$ cat src/rtl/alu8_pkg.sv
package alu8_pkg;

  localparam int unsigned OP_W = 4;

  typedef enum logic [OP_W-1:0] {
    OP_ADD = 4'd0,
    OP_ADC = 4'd1,
    OP_SUB = 4'd2,
    OP_SBC = 4'd3,
    OP_DAA = 4'd4,
    OP_AND = 4'd5,
    OP_OR  = 4'd6,
    OP_XOR = 4'd7,
    OP_CPL = 4'd8,
    OP_RL  = 4'd9,
    OP_RR  = 4'd10,
    OP_RLC = 4'd11,
    OP_RRC = 4'd12,
    OP_INC = 4'd13,
    OP_DEC = 4'd14,
    OP_RSV = 4'd15
  } alu_op_e;

endpackage

$ cat src/rtl/alu8_addsub.sv
module alu8_addsub #(
  parameter int unsigned W = 8
) (
  input  logic [W-1:0] a_i,
  input  logic [W-1:0] b_i,
  input  logic         sub_i,
  input  logic         cin_i,
  output logic [W-1:0] sum_o,
  output logic         cout_o,
  output logic         hcarry_o,
  output logic         ovf_o
);
  localparam int unsigned H = W / 2;

  logic [W-1:0] b_eff;
  logic [W:0]   full_sum;
  logic [H:0]   low_sum;
  logic [W-1:0] msb_in_sum;

  always_comb begin
    b_eff      = sub_i ? ~b_i : b_i;
    full_sum   = {1'b0, a_i} + {1'b0, b_eff} + {{W{1'b0}}, cin_i};
    low_sum    = {1'b0, a_i[H-1:0]} + {1'b0, b_eff[H-1:0]} + {{H{1'b0}}, cin_i};
    msb_in_sum = {1'b0, a_i[W-2:0]} + {1'b0, b_eff[W-2:0]} + {{(W-1){1'b0}}, cin_i};
    sum_o      = full_sum[W-1:0];
    cout_o     = full_sum[W];
    hcarry_o   = low_sum[H];
    ovf_o      = msb_in_sum[W-1] ^ full_sum[W];
  end

  // a full subtraction carries out exactly when no borrow is needed
  always_comb begin
    if (sub_i && cin_i) begin
      p_sub_noborrow_r2: assert (cout_o == (a_i >= b_i))
        else $error("subtract carry disagrees with operand order");
    end
  end

endmodule

$ cat src/rtl/alu8_rot.sv
module alu8_rot #(
  parameter int unsigned W = 8
) (
  input  logic [W-1:0] a_i,
  input  logic         cin_i,
  input  logic         left_i,
  input  logic         thru_i,
  output logic [W-1:0] res_o,
  output logic         cout_o
);
  logic fill_bit;

  always_comb begin
    if (left_i) begin
      fill_bit = thru_i ? cin_i : a_i[W-1];
      res_o    = {a_i[W-2:0], fill_bit};
      cout_o   = a_i[W-1];
    end else begin
      fill_bit = thru_i ? cin_i : a_i[0];
      res_o    = {fill_bit, a_i[W-1:1]};
      cout_o   = a_i[0];
    end
  end

  // a plain rotate keeps the population count of the operand
  always_comb begin
    if (!thru_i) begin
      p_rot_popcount_r7: assert ($countones(res_o) == $countones(a_i))
        else $error("plain rotate lost or gained a bit");
    end
  end

endmodule

$ cat src/rtl/alu8_daa.sv
module alu8_daa #(
  parameter int unsigned W = 8
) (
  input  logic [W-1:0] a_i,
  input  logic         c_i,
  input  logic         ac_i,
  output logic [W-1:0] res_o,
  output logic         c_o
);
  localparam int unsigned H = W / 2;
  localparam logic [H-1:0] DIGIT_MAX = H'(9);
  localparam logic [W:0]   LO_ADJ    = (W+1)'(6);
  localparam logic [W-1:0] HI_ADJ    = W'(6) << H;

  logic         lo_fix;
  logic         hi_fix;
  logic [W:0]   step1;

  always_comb begin
    lo_fix = (a_i[H-1:0] > DIGIT_MAX) | ac_i;
    step1  = {1'b0, a_i} + (lo_fix ? LO_ADJ : '0);
    hi_fix = (step1[W-1:H] > DIGIT_MAX) | c_i | step1[W];
    res_o  = step1[W-1:0] + (hi_fix ? HI_ADJ : '0);
    c_o    = hi_fix;
  end

  // an incoming carry always forces the high correction
  always_comb begin
    if (c_i) begin
      p_daa_keep_carry_r9: assert (c_o)
        else $error("decimal adjust dropped the incoming carry");
    end
  end

endmodule

$ cat src/rtl/alu8_core.sv
module alu8_core
  import alu8_pkg::*;
#(
  parameter int unsigned W = 8
) (
  input  logic [OP_W-1:0] op_i,
  input  logic [W-1:0]    a_i,
  input  logic [W-1:0]    b_i,
  input  logic            c_i,
  input  logic            ac_i,
  output logic [W-1:0]    res_o,
  output logic            res_zero_o,
  output logic            c_o,
  output logic            ac_o,
  output logic            ov_o,
  output logic            z_we_o,
  output logic            c_we_o,
  output logic            ac_we_o,
  output logic            ov_we_o
);
  alu_op_e op;

  logic [W-1:0] add_b;
  logic         add_sub;
  logic         add_cin;
  logic [W-1:0] add_sum;
  logic         add_cout;
  logic         add_hc;
  logic         add_ov;

  logic         rot_left;
  logic         rot_thru;
  logic [W-1:0] rot_res;
  logic         rot_cout;

  logic [W-1:0] daa_res;
  logic         daa_c;

  assign op = alu_op_e'(op_i);

  // operand steering for the shared adder
  always_comb begin
    add_b   = b_i;
    add_sub = 1'b0;
    add_cin = 1'b0;
    unique case (op)
      OP_ADC: add_cin = c_i;
      OP_SUB: begin add_sub = 1'b1; add_cin = 1'b1; end
      OP_SBC: begin add_sub = 1'b1; add_cin = c_i;  end
      OP_INC: begin add_b = '0; add_cin = 1'b1; end
      OP_DEC: begin add_b = '0; add_sub = 1'b1; end
      default: ;
    endcase
    rot_left = (op == OP_RL)  || (op == OP_RLC);
    rot_thru = (op == OP_RLC) || (op == OP_RRC);
  end

  alu8_addsub #(.W(W)) u_addsub (
    .a_i      (a_i),
    .b_i      (add_b),
    .sub_i    (add_sub),
    .cin_i    (add_cin),
    .sum_o    (add_sum),
    .cout_o   (add_cout),
    .hcarry_o (add_hc),
    .ovf_o    (add_ov)
  );

  alu8_rot #(.W(W)) u_rot (
    .a_i    (a_i),
    .cin_i  (c_i),
    .left_i (rot_left),
    .thru_i (rot_thru),
    .res_o  (rot_res),
    .cout_o (rot_cout)
  );

  alu8_daa #(.W(W)) u_daa (
    .a_i  (a_i),
    .c_i  (c_i),
    .ac_i (ac_i),
    .res_o(daa_res),
    .c_o  (daa_c)
  );

  // result select and flag update enables
  always_comb begin
    res_o   = a_i;
    c_o     = add_cout;
    ac_o    = add_hc;
    ov_o    = add_ov;
    z_we_o  = 1'b0;
    c_we_o  = 1'b0;
    ac_we_o = 1'b0;
    ov_we_o = 1'b0;
    unique case (op)
      OP_ADD, OP_ADC, OP_SUB, OP_SBC: begin
        res_o   = add_sum;
        z_we_o  = 1'b1;
        c_we_o  = 1'b1;
        ac_we_o = 1'b1;
        ov_we_o = 1'b1;
      end
      OP_INC, OP_DEC: begin
        res_o  = add_sum;
        z_we_o = 1'b1;
      end
      OP_DAA: begin
        res_o  = daa_res;
        c_o    = daa_c;
        c_we_o = 1'b1;
      end
      OP_AND: begin res_o = a_i & b_i; z_we_o = 1'b1; end
      OP_OR:  begin res_o = a_i | b_i; z_we_o = 1'b1; end
      OP_XOR: begin res_o = a_i ^ b_i; z_we_o = 1'b1; end
      OP_CPL: begin res_o = ~a_i;      z_we_o = 1'b1; end
      OP_RL, OP_RR: res_o = rot_res;
      OP_RLC, OP_RRC: begin
        res_o  = rot_res;
        c_o    = rot_cout;
        c_we_o = 1'b1;
      end
      default: ;
    endcase
    res_zero_o = (res_o == '0);
  end

  // assertions relating the opcode port to the selected unit outputs
  always_comb begin
    if (op == OP_ADD) begin
      p_add_sum_r1: assert ({c_o, res_o} == ({1'b0, a_i} + {1'b0, b_i}))
        else $error("ADD result or carry wrong");
    end
    if (op == OP_RL || op == OP_RR) begin
      p_rot_no_flags_r7: assert (!z_we_o && !c_we_o && !ac_we_o && !ov_we_o)
        else $error("plain rotate enabled a flag write");
    end
    if (op == OP_RLC) begin
      p_rlc_carry_r8: assert (c_o == a_i[W-1] && res_o[0] == c_i)
        else $error("RLC did not move the carry");
    end
    if (op == OP_INC || op == OP_DEC || op == OP_AND || op == OP_OR) begin
      p_only_zero_r6: assert (z_we_o && !c_we_o && !ac_we_o && !ov_we_o)
        else $error("logic or step opcode touched a non-zero flag");
    end
    if (op == OP_RSV) begin
      p_rsv_passthru_r10: assert (res_o == a_i && !z_we_o && !c_we_o)
        else $error("reserved opcode altered state");
    end
  end

endmodule

$ cat config.mk
export PLATFORM = sky130hd
export DESIGN_NAME = alu8_core
export DESIGN_NICKNAME = d
export VERILOG_FILES = /design/src/rtl/alu8_pkg.sv /design/src/rtl/alu8_addsub.sv /design/src/rtl/alu8_rot.sv /design/src/rtl/alu8_daa.sv /design/src/rtl/alu8_core.sv
export SDC_FILE = /design/constraint.sdc
export NUM_CORES = 1
export LEC_CHECK = 0
export ABC_AREA = 1
export BUFFER_PORTS_ARGS = -buffer_cell sky130_fd_sc_hd__buf_2
export CORE_ASPECT_RATIO = 1.5
export CORE_MARGIN = 3
export CORE_UTILIZATION = 40
export DETAILED_ROUTE_END_ITERATION = 16
export PLACE_DENSITY = 0.65
export SKIP_LAST_GASP = 1
export SLEW_MARGIN = 0
export SYNTH_ARGS = -nofsm -noshare
export SYNTH_HDL_FRONTEND = slang
export SYNTH_SLANG_ARGS = --single-unit
$ cat constraint.sdc
create_clock -name vclk -period 9.2
set_input_delay 1.38 -clock vclk [all_inputs]
set_output_delay 1.38 -clock vclk [all_outputs]
set_load 0.01 [all_outputs]
==> out/qor.csv <==
stage;metric;value;unit
outcome;status;finished clean;
synthesis;synth_compound_area_share;8.81;%
sta;hold_violations;0;
pwr;p_per_area;65.3;mW/mm^2
global_routing;antenna_found_initial;0;
drt;wirelength;5.88;mm
pwr;power_frac_clock;0;%
synthesis;synthMuxAreaShare;0;%
die;initial_core_util;42.4;%
synthesis;synthSimpleGateAreaFrac;49.7;%
pwr;p_int;49.4;uW
setup_path;slowest_delay;0.44;ns
synthesis;avgSynthCellArea;5.25;sq um
die;die_area;0.00549;sq mm
synthesis;synth_top_family_by_area;simple AND/OR/NAND/NOR gates;
setup_path;cp_slowest_cell;fa_1;
synthesis;synthXorXnorAreaFrac;6.17;%
synthesis;syn_area;0.00185;sq mm
setup_path;cp_common_cell;nand2_1;
layout;post-route-util;47.4;%
synthesis;synth.most_common_cell;nand2_1;
pwr;p_sw;85.4;uW
die;die_width;61.5;um
synthesis;yosysTopAreaCell;nand2_1;
global_routing;grt_max_degree;16;
die;rows;29;
pwr;p_sw_share;63.4;%
placement;place_congestion;0.892;
drt;drt_pass1_iterations;5;
sta;fin_crit;6.14;ns
layout;fin_nets;439;
drt;route.detailed.drc;0;
layout;drive_gt1_share;12.2;%
synthesis;synth_cell_types;25;
layout;flops_and_latches;0;
drt;wire_per_inst;13.6;um
placement;dp_hpwl;4.74;mm
job;cap_violations;0;
synthesis;syn_inst;352;
pwr;ir_worst_vdd;0.0000304;V
sta;setup_viol;0;
pwr;p_leak;1.30;nW
placement;io_buffers;38;
synthesis;yosys.area_share.adder;21.5;%
layout;n_clock_buffer;0;
setup_path;crit_type;in -> out;
layout;nFillCells;493;
setup_path;cp_top_family;simple AND/OR/NAND/NOR gates;
global_routing;grt-ovfl-total;0;
setup_path;crit_required;7.82;ns
drt;vias;2259;
synthesis;yosys-top-cells-count;122 x nand2_1, 60 x inv_1, 41 x nor2_1, 30 x nand3_1, 27 x ha_1;
clock_network;post_cts_buffers;0;
synthesis;synthTopCellsByArea;nand2_1 25%, ha_1 18%, inv_1 12%, nor2_1 8.3%, nand3_1 8.1%;
sta;setup-tns-final;0;ns
clock_network;cts-resized-gates;0;
sta;max_freq;163;MHz
sta;fin_crit_sh;66.8;%
synthesis;synth_nets;404;
setup_path;end_kind;primary output;
drt;drtIter0Drc;122;
clock_network;cts_hold_buf;0;
global_routing;grt_pass1_wl;9.42;mm
layout;area_growth;11.8;%
synthesis;yosysWarnings;0;
global_routing;grt.total_usage;21.8;%
die;core_area;0.00435;sq mm
sta;finalMaxSlewViolations;0;
pwr;p_seq_share;0;%
setup_path;crit_path_start_kind;primary input;
sta;rsz0062_at_grt;no;
hold_path;hold_class;in -> out;
pwr;pwr-share-comb;100.0;%
setup_path;crit_buf_inv;6;
die;die_h;89.2;um
layout;n_antenna_cell;0;
sta;worst-slew-pin-transition;0.926;ns
layout;regArea;0;sq um
die;ios;38;
drt;drt-vias-per-instance;5.24;
setup_path;arrival;4.76;ns
sta;slew_headroom;38.0;%
global_routing;grt_pass1_vias;2068;
drt;ant_nets;0;
synthesis;synth_seq_area_share;0;%
setup_path;critPathMaxFanout;9;
synthesis;post-synth-top-area-fraction;24.8;%
[metrics by stage]
step | worst slack, ns | power [mW] | cell area, sq um | std cells | hold slack [ns]
floorplan | 3.68 | 0.0921 | 1850 | 352 | 2.84
global placement | 3.06 | 0.133 | 2060 | 431 | 3.09
detailed placement | 3.09 | 0.133 | 2060 | 431 | 3.10
CTS | 3.09 | 0.134 | 2060 | 431 | 3.10
global route | 2.72 | 0.153 | 2060 | 431 | 3.14
finish | 3.06 | 0.135 | 2060 | 431 | 3.10
[final timing paths]
kind / start / end / slack (ns) / depth (start not counted)
setup / recovery: a_i[3] / res_zero_o / 3.06 / 27
hold / removal: op_i[2] / z_we_o / 3.10 / 3
[placed cells by master, fill, tap and decap left out, drive strengths merged]
cell and n:
a31oi 1, xor2 10, o2111ai 1, nand3 31, o211ai 3, nand2 123, nand3b 4, xnor2 3
ha 27, o2bb2ai 1, inv 60, o21ai 4, fa 3, a21oi 14, or2 5, buf 38
nor2 42, nor3 3, a211oi 3, nand4 9
[logic make-up after synthesis]
family          after synthesis
xor+xnor                     13
simple gates                217
fa+ha+maj                    30
buf+inv                      65
compound gates               27
[power groups by stage]
stage	Sequential (mW)	Clock (mW)	Combinational (mW)
2_1_floorplan	0	0	0.0921
3_3_place_gp	0	0	0.133
3_5_place_dp	0	0	0.133
4_1_cts	0	0	0.134
5_1_grt	0	0	0.153
6_report	0	0	0.135
[metal layers]
metal	wire [um]	global-route usage, %	vias to the layer above
met5	0	0	-
met2	3020	40.8	60
li1	-	-	1178
met3	295	0.578	6
met4	75	5.41	0
met1	2480	26.5	1015
[final cells by class]
cell class | count | area [sq um] | area share (%)
Inverter | 60 | 225 | 10.9
Multi-Input combinational cell | 287 | 1590 | 77.1
Tap cell | 46 | 57.6 | 2.79
Timing Repair Buffer | 38 | 190 | 9.21
No activity file was read; power rests on OpenSTA's default activity.
